File: config.mk
export PLATFORM = sky130hd
export DESIGN_NAME = drv_fault_guard
export DESIGN_NICKNAME = d
export VERILOG_FILES = /design/src/rtl/dfg_pkg.sv /design/src/rtl/dfg_oc_guard.sv /design/src/rtl/dfg_thermal_guard.sv /design/src/rtl/dfg_status_merge.sv /design/src/rtl/drv_fault_guard.sv
export SDC_FILE = /design/constraint.sdc
export NUM_CORES = 1
export LEC_CHECK = 0
export ABC_AREA = 1
export BUFFER_PORTS_ARGS = -buffer_cell sky130_fd_sc_hd__buf_2
export CAP_MARGIN = 20
export CELL_PAD_IN_SITES_DETAIL_PLACEMENT = 2
export CELL_PAD_IN_SITES_GLOBAL_PLACEMENT = 2
export CORE_AREA = 2 2 67 69
export DETAILED_ROUTE_END_ITERATION = 16
export DIE_AREA = 0 0 69 71
export PLACE_DENSITY = 0.89
export SYNTH_ARGS = -nofsm -noshare
export SYNTH_HDL_FRONTEND = slang
export SYNTH_SLANG_ARGS = --single-unit
export TNS_END_PERCENT = 5
File: constraint.sdc
create_clock -name clk -period 4 [get_ports clk]
set_input_delay 0.4 -clock clk [delete_from_list [all_inputs] [get_ports clk]]
set_output_delay 0.4 -clock clk [all_outputs]
set_load 0.005 [all_outputs]
File: src/rtl/dfg_pkg.sv
package dfg_pkg;
    localparam int unsigned STAT_W    = 16;
    localparam int unsigned BIT_FAULT = 13;
    localparam int unsigned BIT_OCP   = 11;
    localparam int unsigned BIT_OTS   = 9;
    localparam int unsigned BIT_TWARN = 8;

    typedef struct packed {
        logic oc_active;
        logic ot_active;
    } fault_sum_t;
endpackage

File: src/rtl/dfg_oc_guard.sv
module dfg_oc_guard #(
    parameter int unsigned DEGLITCH_CYC = 30,
    parameter int unsigned RETRY_CYC    = 40000
) (
    input  logic clk,
    input  logic rst_n,
    input  logic trip_i,
    input  logic retry_mode_i,
    input  logic clr_i,
    output logic flag_o
);
    localparam int unsigned DG_W = (DEGLITCH_CYC > 1) ? $clog2(DEGLITCH_CYC) : 1;
    localparam int unsigned RT_W = (RETRY_CYC > 1) ? $clog2(RETRY_CYC) : 1;
    localparam logic [DG_W-1:0] DG_LAST = DG_W'(DEGLITCH_CYC - 1);
    localparam logic [RT_W-1:0] RT_LAST = RT_W'(RETRY_CYC - 1);

    typedef struct packed {
        logic            flag;
        logic [DG_W-1:0] dg_cnt;
        logic [RT_W-1:0] rt_cnt;
    } oc_state_t;

    oc_state_t st_d, st_q;

    always_comb begin
        st_d = st_q;
        if (clr_i) begin
            st_d.flag   = 1'b0;
            st_d.dg_cnt = '0;
            st_d.rt_cnt = '0;
        end else if (st_q.flag) begin
            st_d.dg_cnt = '0;
            if (retry_mode_i) begin
                if (st_q.rt_cnt == RT_LAST) begin
                    st_d.flag   = 1'b0;
                    st_d.rt_cnt = '0;
                end else begin
                    st_d.rt_cnt = st_q.rt_cnt + 1'b1;
                end
            end else begin
                st_d.rt_cnt = '0;
            end
        end else begin
            st_d.rt_cnt = '0;
            if (trip_i) begin
                if (st_q.dg_cnt == DG_LAST) begin
                    st_d.flag   = 1'b1;
                    st_d.dg_cnt = '0;
                end else begin
                    st_d.dg_cnt = st_q.dg_cnt + 1'b1;
                end
            end else begin
                st_d.dg_cnt = '0;
            end
        end
    end

    always_ff @(posedge clk or negedge rst_n) begin
        if (!rst_n) st_q <= '0;
        else        st_q <= st_d;
    end

    assign flag_o = st_q.flag;
endmodule

File: src/rtl/dfg_thermal_guard.sv
module dfg_thermal_guard (
    input  logic clk,
    input  logic rst_n,
    input  logic hot_i,
    input  logic auto_mode_i,
    input  logic clr_i,
    output logic flag_o
);
    typedef struct packed {
        logic flag;
    } ot_state_t;

    ot_state_t st_d, st_q;

    always_comb begin
        st_d = st_q;
        if (hot_i) begin
            st_d.flag = 1'b1;
        end else if (st_q.flag && (auto_mode_i || clr_i)) begin
            st_d.flag = 1'b0;
        end
    end

    always_ff @(posedge clk or negedge rst_n) begin
        if (!rst_n) st_q <= '0;
        else        st_q <= st_d;
    end

    assign flag_o = st_q.flag;
endmodule

File: src/rtl/dfg_status_merge.sv
module dfg_status_merge
    import dfg_pkg::*;
(
    input  fault_sum_t              sum_i,
    output logic                    enable_o,
    output logic                    fault_n_o,
    output logic [STAT_W-1:0]       status_o
);
    logic any_fault;

    assign any_fault = sum_i.oc_active | sum_i.ot_active;
    assign enable_o  = ~any_fault;
    assign fault_n_o = ~any_fault;

    always_comb begin
        status_o            = '0;
        status_o[BIT_FAULT] = any_fault;
        status_o[BIT_OCP]   = sum_i.oc_active;
        status_o[BIT_OTS]   = sum_i.ot_active;
        status_o[BIT_TWARN] = sum_i.ot_active;
    end
endmodule

File: src/rtl/drv_fault_guard.sv
module drv_fault_guard
    import dfg_pkg::*;
#(
    parameter int unsigned DEGLITCH_CYC = 30,
    parameter int unsigned RETRY_CYC    = 40000
) (
    input  logic              clk,
    input  logic              rst_n,
    input  logic              oc_trip_i,
    input  logic              ot_trip_i,
    input  logic              oc_retry_mode_i,
    input  logic              ot_auto_mode_i,
    input  logic              clr_fault_i,
    output logic              drv_enable_o,
    output logic              fault_n_o,
    output logic [STAT_W-1:0] status_o
);
    fault_sum_t sum;

    dfg_oc_guard #(
        .DEGLITCH_CYC (DEGLITCH_CYC),
        .RETRY_CYC    (RETRY_CYC)
    ) u_oc (
        .clk          (clk),
        .rst_n        (rst_n),
        .trip_i       (oc_trip_i),
        .retry_mode_i (oc_retry_mode_i),
        .clr_i        (clr_fault_i),
        .flag_o       (sum.oc_active)
    );

    dfg_thermal_guard u_ot (
        .clk         (clk),
        .rst_n       (rst_n),
        .hot_i       (ot_trip_i),
        .auto_mode_i (ot_auto_mode_i),
        .clr_i       (clr_fault_i),
        .flag_o      (sum.ot_active)
    );

    dfg_status_merge u_merge (
        .sum_i     (sum),
        .enable_o  (drv_enable_o),
        .fault_n_o (fault_n_o),
        .status_o  (status_o)
    );
endmodule

=== After elaboration in Yosys (flattened, before gate mapping) ===
Index checks and enable logic that the tools add are counted.

* Bits in registers: 23
* Input bits: 7
* Output and inout bits: 18
* Word-level logic and storage cells: 25

* $add $sub $neg: 2
* Equal/unequal tests: 2
* Multiplexer cells: 12
* Bitwise gates (word level): 2
* Reductions and logical operators: 3

{| class="wikitable"
|+ Operators by type and width
! cell !! number
|-
| 22-bit two-way mux || 2
|-
| 16-bit two-way mux || 2
|-
| 16-bit by 1-bit adder with 16-bit output, second input constant || 1
|-
| 16-bit equality test, second input constant || 1
|-
| 5-bit two-way mux || 2
|-
| 1-bit two-way mux || 6
|-
| 5-bit by 1-bit adder with 5-bit output, second input constant || 1
|-
| 5-bit equality test, second input constant || 1
|-
| 2-bit nonzero test || 1
|-
| 1-bit logical AND || 1
|-
| 1-bit logical OR || 1
|-
| 1-bit NOT || 1
|-
| 1-bit OR || 1
|}

=== Logic depth before layout (Yosys ltp) ===
Gate-level depths: netlist of the first run.

* Word-level depth: 5
* Mapped depth: 8
* Gate-level depth less buffers: 8

=== Cells and area by module ===
From an unflattened synthesis of the first run, not the netlist that was laid out.

* Cells, all modules: 171
* Area total of the unflattened synthesis: 1358.8 um^2

{| class="wikitable"
|+ By module, submodules not included
! module !! times used !! cells an instance !! area each (um^2) !! sequential area each (um^2)
|-
| dfg_oc_guard || 1 || 144 || 1172.4 || 550.5
|-
| dfg_status_merge || 1 || 22 || 146.4 || 0.0
|-
| dfg_thermal_guard || 1 || 5 || 40.0 || 25.0
|}

=== Least setup slack after synthesis of the first run ===
OpenSTA, ideal clock, no wires.

* Kind: register -> register
* From: reg u_oc.st_q[0] (netlist name)
* To: reg u_oc.st_q[5] (netlist name)
* Setup time: 0.121 ns
* Arrival: 1.199 ns
* Data required time: 3.879 ns
* Setup slack: 2.680 ns
* Cell stages (with the launch flop): 8
* Buffers on the path: 1
* Period minus slack after synthesis: 1.320 ns
* Cells stage by stage: dfrtp_1 -> ha_1 -> nand3_4 -> nor2_8 -> nand3_4 -> nand2_4 -> buf_12 -> nor2_2

{| class="wikitable"
|+ RTL lines
! element !! line !! RTL
|-
| start, declared || dfg_oc_guard.sv:23 || <nowiki>oc_state_t st_d, st_q;</nowiki>
|-
| start signal, assigned || dfg_oc_guard.sv:60 || <nowiki>else st_q <= st_d;</nowiki>
|}

=== Final worst setup path of the first run ===
* From: reg u_oc.st_q (netlist bit u_oc.flag_o)
* To: out status_o[13]

* Word-level cells in the longest chain between the ends: 1

{| class="wikitable"
|+ Ends and longest elaborated chain
! element !! line !! RTL
|-
| 1-bit OR || dfg_status_merge.sv:11 || <nowiki>assign any_fault = sum_i.oc_active | sum_i.ot_active;</nowiki>
|-
| end, declared || drv_fault_guard.sv:16 || <nowiki>output logic [STAT_W-1:0] status_o</nowiki>
|}

No other way between the ends.

==> flow_metrics.py, run 1 <==
metrics = {
    "cts": {
        "cts_buffers": 3,
        "path_clk_slew_ns": 0.08,
        "clock_insertion_delay_worst_skew_ns": 0.26,
        "cts-root-buf": "clkbuf_8",
        "clock_sinks": 23,
        "cts_tree": "yes",
        "clk_path_buf_depth": 2,
        "post_cts_buffers": 0,
        "htreeDepth": 1,
        "cts_hold_buf": 0,
        "ctsResizeCount": 0,
    },
    "critical_path": {
        "crit_path_start_kind": "register",
        "r2r_cells": 6,
        "end_kind": "primary output",
        "timing.rr.end": "u_oc.st_q[2]$_DFF_PN0_",
        "regToRegSetupSlack_ns": 2.54,
        "cp.buffers_inverters": 2,
        "slowest_stage": "dfrtp_1",
        "critPathKind": "register to primary output",
        "crit_end": "status_o[13]",
        "required_ns": 3.60,
        "cpPeakStageDelay_ns": 0.43,
        "critPathTopFamily": "flip-flops",
        "path_cells": "nor2_1, inv_1, buf_2",
        "cp_max_fo": 5,
        "r2r-start": "u_oc.st_q[0]$_DFF_PN0_",
        "crit_cells": 3,
        "critPathLaunch": "u_oc.flag_o$_DFF_PN0_",
        "arrival_ns": 1.08,
    },
    "synthesis": {
        "syn_area_per_cell_um2": 8.58,
        "ys_types": 25,
        "synth_seq_area_share_pct": 40.7,
        "synth_async_sr_flop_share_pct": 100,
        "synth_top_area_share_pct": 40.7,
        "synth_area_leaders": "dfrtp_1 41%, buf_4 9.0%, nand2_1 7.7%",
        "synth_edf_count": 0,
        "synth_area_mm2": 0.00142,
        "syn_inst": 165,
        "ys_ff_latch": 23,
        "yosys_warnings": 0,
        "ys.flop_type": "dfrtp_1",
        "synth_area_leader_cell": "dfrtp_1",
    },
    "die": {
        "ioPinCount": 25,
        "rows": 24,
        "initial_utilization_pct": 33.7,
        "die_y_um": 71,
        "coreArea_mm2": 0.00420,
        "die_w_um": 69,
        "die-area_mm2": 0.00490,
    },
    "layout": {
        "instances_no_fill": 226,
        "area_growth_pct": 4.51,
        "drive_gt1_share_pct": 21.3,
        "postLayoutCellArea_mm2": 0.00148,
        "fin_nets": 185,
        "n_antenna_cell": 0,
    },
    "route": {
        "postRouteAntennaNets": 0,
        "routed_wirelength_um": 3080,
        "drtIter0Drc": 38,
        "drtPass1Iterations": 4,
        "drc": 0,
        "wl_per_cell_um": 13.6,
        "vias": 1045,
        "vias_per_cell": 4.62,
    },
    "timing": {
        "rsz0062_at_grt": "false",
        "tightest_slew_ns": 0.515,
        "slew_headroom_pct": 65.7,
        "slew_violations": 0,
        "tns_ns": 0,
        "setup_ws_ns": 2.52,
        "fin_crit_sh_pct": 37.1,
        "hold_violations": 0,
        "final-setup-viol-count": 0,
        "finalCriticalPeriod_ns": 1.48,
        "fmax_ghz": 0.675,
        "fin_skew_ns": 0.00376,
    },
    "run_status": {
        "status": "finished, final reports clean",
    },
    "placed_design": {
        "dpl_cell_area_mm2": 0.00143,
        "portBuffers": 12,
        "hpwl_um": 2430,
        "pre_cts_slack_ns": 2.53,
        "globalplace.congestion": 0.734,
        "dp_cells": 222,
    },
    "pwr": {
        "peakVddDrop_mv": 0.105,
        "p_leak_nw": 0.650,
        "power.total_uw": 399,
        "powerDensity_mw_per_mm2": 270,
    },
    "grt": {
        "overflow": 0,
        "antenna_found_initial": 0,
        "grt_pass1_wl_um": 5460,
        "grt_pass1_vias": 1153,
        "grt_max_degree": 24,
        "grt_usage_pct": 13.8,
    },
    "worst_hold_path": {
        "hp-class": "input pin to async pin",
    },
    "job": {
        "maxCapViolations": 0,
    },
}
==> cell families (layout without fill, tap and decap cells) <==
| group | after synthesis | after routing | synth area share, % |
|---|---|---|---|
| AND/OR/NAND/NOR | 89 | 89 | 32.7 |
| AO/OA/AOI/OAI | 7 | 7 | 3.36 |
| XOR/XNOR | 10 | 10 | 6.19 |
| adder cells (fa/ha/maj) | 3 | 3 | 2.65 |
| flip-flops | 23 | 23 | 40.7 |
| other | 1 | 12 | 0.265 |
| buffers and inverters | 32 | 30 | 14.1 |
==> placed cells by master, fill, tap and decap left out, types with 3 or more instances in the layout <==
master	instances
nand3_1	8
clkbuf_8	3
nand4_1	5
o21bai_1	4
buf_2	12
nor2_2	13
xnor2_1	3
nor2_1	25
inv_1	13
ha_1	3
conb_1	12
dfrtp_1	23
xor2_1	7
nand2_1	29
==> flip-flops by register name, indices dropped and copies added, names as in the netlist <==
signal,count
u_oc.flag_o,1
u_oc.st_q,21
u_ot.flag_o,1
==> layer usage <==
metal	wire length [um]	GRT usage, %	vias to the layer above	part of all wire (%)
li1	-	-	504	-
met4	48	5.23	0	1.6
met1	1300	16.1	516	42
met5	0	0	-	0
met2	1640	25.9	21	53
met3	89	1.71	4	2.9
==> cell usage after synthesis, types with 2 or more instances <==
| library cell | instances |
|---|---|
| nand3_1 | 8 |
| nand4_1 | 5 |
| nand3_4 | 2 |
| inv_1 | 13 |
| o21bai_1 | 4 |
| nand2_2 | 2 |
| nand2_1 | 29 |
| ha_1 | 3 |
| xnor2_1 | 3 |
| dfrtp_1 | 23 |
| xor2_1 | 7 |
| buf_4 | 17 |
| nor2_2 | 13 |
| nor2_1 | 25 |
==> layout make-up <==
type                    count  area [um^2]
multi-input cells         121          681
well taps                  52         65.1
fillers                   496         2730
repair buffers             12         60.1
clock buffers               4         45.0
inverters                  14         52.6
flip-flops and latches     23          576
==> how the worst min path moves through the flow <==
stage               start                      end  cells past startpoint
global placement    rst_n  u_oc.st_q[20]$_DFF_PN0_                      1
global route        rst_n  u_ot.flag_o$_DFFE_PN0P_                      1
CTS                 rst_n  u_ot.flag_o$_DFFE_PN0P_                      1
finish              rst_n  u_ot.flag_o$_DFFE_PN0P_                      1
floorplan           rst_n    u_oc.flag_o$_DFF_PN0_                      0
detailed placement  rst_n  u_oc.st_q[20]$_DFF_PN0_                      1
==> power by group <==
part | switching [mW] | internal, mW
logic | 0.0131 | 0.00612
registers | 0.00157 | 0.234
clock network | 0.0737 | 0.0711
total | 0.0884 | 0.311
==> worst reg2reg max path, delay by kind of cell, from the launching register on <==
family / cells / cell delay (ns)
adder cells (fa/ha/maj): 1 / 0.25
flip-flops: 1 / 0.39
AND/OR/NAND/NOR: 5 / 0.70
==> through the flow <==
step                      util, %  hold slack [ns]
after floorplan                 -            0.104
after global placement       34.1            0.410
after detailed placement     34.1            0.406
after CTS                    35.2            0.117
after global routing         35.2            0.127
final                        35.2            0.101
Power figures use the tool's default switching activity.
==> run 2, diff against run 1 <==
--- a/config.mk
+++ b/config.mk
@@ -10,10 +10,10 @@
 export CAP_MARGIN = 20
 export CELL_PAD_IN_SITES_DETAIL_PLACEMENT = 2
 export CELL_PAD_IN_SITES_GLOBAL_PLACEMENT = 2
-export CORE_AREA = 2 2 67 69
+export CORE_AREA = 2 2 69 71
 export DETAILED_ROUTE_END_ITERATION = 16
-export DIE_AREA = 0 0 69 71
-export PLACE_DENSITY = 0.89
+export DIE_AREA = 0 0 71 73
+export PLACE_DENSITY = 0.85
 export SYNTH_ARGS = -nofsm -noshare
 export SYNTH_HDL_FRONTEND = slang
 export SYNTH_SLANG_ARGS = --single-unit
==> constraint.sdc (replaced) <==
create_clock -name clk -period 1.54 [get_ports clk]
set_input_delay 0.154 -clock clk [delete_from_list [all_inputs] [get_ports clk]]
set_output_delay 0.154 -clock clk [all_outputs]
set_load 0.005 [all_outputs]
==> run 2 against run 1 <==
Effect of this change:
- combinational power rose to 2.6 times the previous value
- hold slack worse by 0.043 ns
- via count increased by 0.67%
- setup slack got worse by 2.4 ns
- sequential power rose to 2.6 times the previous value
- critical path type is now register to register
- critical endpoint is now u_oc.st_q[10]$_DFF_PN0_
==> flow_metrics.py, run 2 (same netlist as run 1, synthesis figures left out) <==
metrics = {
    "timing": {
        "finalCriticalPeriod_ns": 1.40,
        "slew_headroom_pct": 64.6,
        "fin_crit_sh_pct": 91.0,
        "final-setup-viol-count": 0,
        "tightest_slew_ns": 0.532,
        "rsz0062_at_grt": "false",
        "fin_skew_ns": 0.00879,
        "tns_ns": 0,
        "fmax_ghz": 0.714,
        "slew_violations": 0,
        "hold_violations": 0,
        "whs_ns": 0.0576,
    },
    "critical_path": {
        "end_kind": "register",
        "required_ns": 1.75,
        "arrival_ns": 1.61,
        "regToRegSetupSlack_ns": 0.14,
        "crit_top_cell": "nand2_1",
        "path_cells": "ha_1, nand3_4, inv_1, nand2_1, o21bai_1, nand2_1, nor2_2",
        "slowest_stage": "dfrtp_1",
        "cpPeakStageDelay_ns": 0.40,
        "cp_max_fo": 4,
        "crit_path_start_kind": "register",
        "critPathKind": "register to register",
    },
    "route": {
        "postRouteAntennaNets": 0,
        "vias_per_cell": 4.55,
        "routed_wirelength_um": 3020,
        "drc": 0,
        "vias": 1052,
        "drtPass1Iterations": 4,
        "wl_per_cell_um": 13.1,
        "drtIter0Drc": 18,
    },
    "placed_design": {
        "dpl_cell_area_mm2": 0.00145,
        "dp_cells": 226,
        "hpwl_um": 2280,
        "globalplace.congestion": 0.754,
        "portBuffers": 12,
    },
    "die": {
        "ioPinCount": 25,
        "coreArea_mm2": 0.00454,
        "die_w_um": 71,
        "rows": 25,
        "initial_utilization_pct": 31.2,
        "die-area_mm2": 0.00518,
        "die_y_um": 73,
    },
    "worst_hold_path": {
        "hp-class": "input pin to register",
    },
    "layout": {
        "final_cell_mix": "29 x nand2_1, 25 x nor2_1, 23 x dfrtp_1",
        "layout_commonest_cell": "nand2_1",
        "largest-register": "u_oc.st_q",
        "largest_register_ffs": 21,
        "fillers": 520,
        "area_growth_pct": 7.07,
        "n_antenna_cell": 0,
        "postLayoutCellArea_mm2": 0.00152,
        "fin_nets": 188,
        "drive_gt1_share_pct": 22.0,
        "instances_no_fill": 231,
    },
    "grt": {
        "antenna_found_initial": 0,
        "grt_pass1_vias": 1084,
        "overflow": 0,
        "grt_pass1_wl_um": 5150,
        "grt_max_degree": 24,
        "grt_usage_pct": 12.8,
    },
    "cts": {
        "clock_sinks": 23,
        "clk_path_buf_depth": 2,
        "cts_buffers": 3,
        "cts_tree": "yes",
        "htreeDepth": 1,
        "post_cts_buffers": 0,
        "path_clk_slew_ns": 0.09,
        "clock_insertion_delay_worst_skew_ns": 0.27,
        "cts-root-buf": "clkbuf_8",
    },
    "pwr": {
        "p_leak_nw": 0.667,
        "peakVddDrop_mv": 0.323,
        "power.total_mw": 1.04,
        "powerDensity_mw_per_mm2": 688,
    },
    "job": {
        "maxCapViolations": 0,
    },
    "run_status": {
        "status": "finished, final reports clean",
    },
}
[run 2: cell count changes in the layout (fill, tap and decap cells not counted)]
cell | previous run | this run
buf_4 | 0 | 2
dlygate4sd3_1 | 0 | 1
nand2_4 | 1 | 0
nand2_8 | 0 | 1
[run 2: per-stage QoR]
step | util (%) | worst slack (ns)
after global routing | 33.4 | 0.0276
after floorplan | - | 0.220
final | 33.4 | 0.139
after global placement | 32.0 | 0.131
after CTS | 33.2 | 0.0749
after detailed placement | 32.0 | 0.0814
[run 2: worst paths after layout]
path                                   startpoint                      end  depth (start not counted)
setup / recovery           u_oc.st_q[0]$_DFF_PN0_  u_oc.st_q[10]$_DFF_PN0_                          7
hold / removal                          ot_trip_i  u_ot.flag_o$_DFFE_PN0P_                          2
setup reg to reg           u_oc.st_q[0]$_DFF_PN0_  u_oc.st_q[10]$_DFF_PN0_                          7
hold reg to reg            u_oc.st_q[0]$_DFF_PN0_   u_oc.st_q[0]$_DFF_PN0_                          1
max in group asynchronous                   rst_n  u_oc.st_q[12]$_DFF_PN0_                          2
min in group asynchronous                   rst_n  u_oc.st_q[13]$_DFF_PN0_                          2
[run 2: cell type report]
type / count / area (um^2) / share of cell area, %
Multi-Input combinational cell: 121 / 689 / 45.5
Sequential cell: 23 / 576 / 38.0
Timing Repair Buffer: 15 / 85.1 / 5.62
Tap cell: 54 / 67.6 / 4.46
Inverter: 14 / 52.6 / 3.47
Clock buffer: 4 / 45.0 / 2.97
[run 2: repair_timing]
item / CTS / global route
hold buffers: 1 / 0
setup endpoints to repair: 0 / 4
hold endpoints to repair: 23 / 0
gates resized for setup: 0 / 1
[run 2: per-layer routing]
layer / wire [um] / global-route usage [%] / vias to the layer above
met5: 0 / 0 / -
met3: 113 / 1.66 / 8
li1: - / - / 509
met4: 89 / 6.92 / 0
met1: 1350 / 16.3 / 510
met2: 1470 / 21.1 / 25
[run 2: power breakdown]
part	switching, mW	leakage [nW]	internal, mW
Clock	0.197	0.0228	0.185
Combinational	0.0327	0.327	0.0173
Sequential	0.00421	0.318	0.607
[run 2: critical path, delay by kind of cell, from the launching register on]
family | cells | cell delay (ns)
adder cells (fa/ha/maj) | 1 | 0.24
flip-flops | 1 | 0.40
buffers and inverters | 1 | 0.15
AND/OR/NAND/NOR | 4 | 0.42
AO/OA/AOI/OAI | 1 | 0.13
==> run 3, diff against run 2 <==
==> constraint.sdc (replaced) <==
create_clock -name clk -period 1.54 [get_ports clk]
set_input_delay 0 -clock clk [delete_from_list [all_inputs] [get_ports clk]]
set_output_delay 0 -clock clk [all_outputs]
set_load 0.005 [all_outputs]
==> run 3 against run 2 <==
Effect of this change:
- count of clock-buffer cells in the layout is the same
- clock skew is 0.00066 ns lower
- register-to-register slack about the same
- power hardly changed
- flip-flop and latch count is the same
- final cell count rose by 0.43%
- wire length is 0.40% higher
- largest cell class unchanged
==> flow_metrics.py, run 3 (same netlist as run 1, synthesis figures left out) <==
metrics = {
    "critical_path": {
        "cp_max_fo": 4,
        "critPathKind": "register to register",
        "arrival_ns": 1.61,
        "regToRegSetupSlack_ns": 0.14,
        "required_ns": 1.74,
        "crit_path_start_kind": "register",
        "r2r_cells": 7,
        "r2r-start": "u_oc.st_q[0]$_DFF_PN0_",
        "end_kind": "register",
        "timing.rr.end": "u_oc.st_q[10]$_DFF_PN0_",
    },
    "layout": {
        "layout_commonest_cell": "nand2_1",
        "final_cell_mix": "29 x nand2_1, 25 x nor2_1, 23 x dfrtp_1",
        "utilization_pct": 33.6,
        "drive_gt1_share_pct": 21.9,
        "largest-register": "u_oc.st_q",
        "largest_register_ffs": 21,
        "area_growth_pct": 7.78,
        "n_antenna_cell": 0,
        "fin_nets": 189,
        "fillers": 522,
    },
    "cts": {
        "clock_insertion_delay_worst_skew_ns": 0.27,
        "cts-root-buf": "clkbuf_8",
        "cts_buffers": 3,
        "clk_path_buf_depth": 2,
        "htreeDepth": 1,
        "cts_tree": "yes",
        "clock_sinks": 23,
        "post_cts_buffers": 0,
        "path_clk_slew_ns": 0.09,
    },
    "timing": {
        "slew_violations": 0,
        "final-setup-viol-count": 0,
        "tns_ns": 0,
        "whs_ns": 0.00872,
        "fin_crit_sh_pct": 91.0,
        "hold_violations": 0,
        "setup_ws_ns": 0.139,
        "fin_skew_ns": 0.00812,
        "fmax_ghz": 0.714,
        "tightest_slew_ns": 0.531,
        "rsz0062_at_grt": "false",
        "slew_headroom_pct": 64.6,
        "finalCriticalPeriod_ns": 1.40,
    },
    "pwr": {
        "clkPwrFrac_pct": 36.4,
        "p_leak_nw": 0.671,
        "swShare_pct": 22.3,
        "sequentialPowerShare_pct": 58.6,
        "peakVddDrop_mv": 0.323,
        "p_int_uw": 811,
        "net-switching-power_uw": 233,
        "powerDensity_mw_per_mm2": 684,
        "power_frac_comb_pct": 5.0,
        "power.total_mw": 1.04,
    },
    "route": {
        "routed_wirelength_um": 3030,
        "postRouteAntennaNets": 0,
        "vias": 1056,
        "drtPass1Iterations": 4,
        "vias_per_cell": 4.55,
        "wl_per_cell_um": 13.1,
        "drc": 0,
        "drtIter0Drc": 24,
    },
    "grt": {
        "grt_pass1_wl_um": 5150,
        "grt_max_degree": 24,
        "antenna_found_initial": 0,
        "grt_pass1_vias": 1087,
        "grt_usage_pct": 12.8,
        "overflow": 0,
    },
    "run_status": {
        "status": "finished, final reports clean",
    },
    "placed_design": {
        "pre_cts_slack_ns": 0.0814,
        "portBuffers": 12,
        "globalplace.congestion": 0.754,
        "hpwl_um": 2280,
    },
    "job": {
        "maxCapViolations": 0,
    },
    "die": {
        "coreArea_mm2": 0.00454,
        "die-area_mm2": 0.00518,
        "rows": 25,
        "die_w_um": 71,
        "die_y_um": 73,
        "ioPinCount": 25,
        "initial_utilization_pct": 31.2,
    },
    "worst_hold_path": {
        "min_path_cells": 3,
        "worstHoldStart": "ot_auto_mode_i",
        "hp-class": "input pin to register",
        "min_to": "u_ot.flag_o$_DFFE_PN0P_",
    },
}
-- run 3: cell count changes in the layout (fill, tap and decap cells not counted), sizes merged --
| cell | delta |
|---|---|
| dlygate4sd3 | +1 |
-- run 3: worst max-delay path by stage --
| stage | from | end | slack [ns] |
|---|---|---|---|
| finish | u_oc.st_q[0]$_DFF_PN0_ | u_oc.st_q[10]$_DFF_PN0_ | 0.14 |
| global route | u_oc.st_q[0]$_DFF_PN0_ | u_oc.st_q[10]$_DFF_PN0_ | 0.03 |
| CTS | u_oc.st_q[0]$_DFF_PN0_ | u_oc.st_q[15]$_DFF_PN0_ | 0.07 |
| detailed placement | u_oc.st_q[0]$_DFF_PN0_ | u_oc.st_q[2]$_DFF_PN0_ | 0.08 |
| global placement | u_oc.st_q[0]$_DFF_PN0_ | u_oc.st_q[15]$_DFF_PN0_ | 0.13 |
| floorplan | u_oc.st_q[0]$_DFF_PN0_ | u_oc.st_q[5]$_DFF_PN0_ | 0.22 |
-- run 3: timing repair --
action	4_1_cts	5_1_grt
endpoints found under the hold margin	24	0
resized for setup	0	1
hold buffers	2	0
setup endpoints to repair	0	4
-- run 3: layout make-up --
cell class / instances / area (um^2) / share of cell area (%)
Tap cell: 54 / 67.6 / 4.43
Clock buffer: 4 / 45.0 / 2.95
Multi-Input combinational cell: 121 / 689 / 45.2
Sequential cell: 23 / 576 / 37.7
Inverter: 14 / 52.6 / 3.45
Timing Repair Buffer: 16 / 95.1 / 6.23
-- run 3: worst max-delay path, cell delays in order, from the launching register on --
cell and delay, ns:
dfrtp_1 0.40, ha_1 0.24, nand3_4 0.14, inv_1 0.15, nand2_1 0.10, o21bai_1 0.13
nand2_1 0.08, nor2_2 0.10
-- run 3: power groups by stage --
| stage | registers [mW] | clock network, mW | logic (mW) |
|---|---|---|---|
| final | 0.612 | 0.380 | 0.0520 |
| after global routing | 0.613 | 0.417 | 0.0607 |
| after CTS | 0.612 | 0.396 | 0.0533 |
| after detailed placement | 0.624 | 0 | 0.0492 |
| after global placement | 0.623 | 0 | 0.0481 |
| after floorplan | 0.623 | 0 | 0.0490 |
-- run 3: through the flow --
| stage | cells | instance area (um^2) |
|---|---|---|
| floorplan | 176 | 1460 |
| global placement | 226 | 1450 |
| detailed placement | 226 | 1450 |
| CTS | 232 | 1520 |
| global route | 232 | 1530 |
| finish | 232 | 1530 |
-- run 3: metal layers --
metal  up-vias  routed length, um  part of all wire [%]  track usage, %
met5         -                  0                     0               0
met4         0                 89                   2.9            6.92
met3         8                108                   3.6            1.66
met2        25               1470                    49            21.1
met1       512               1360                    45            16.3
li1        511                  -                     -               -
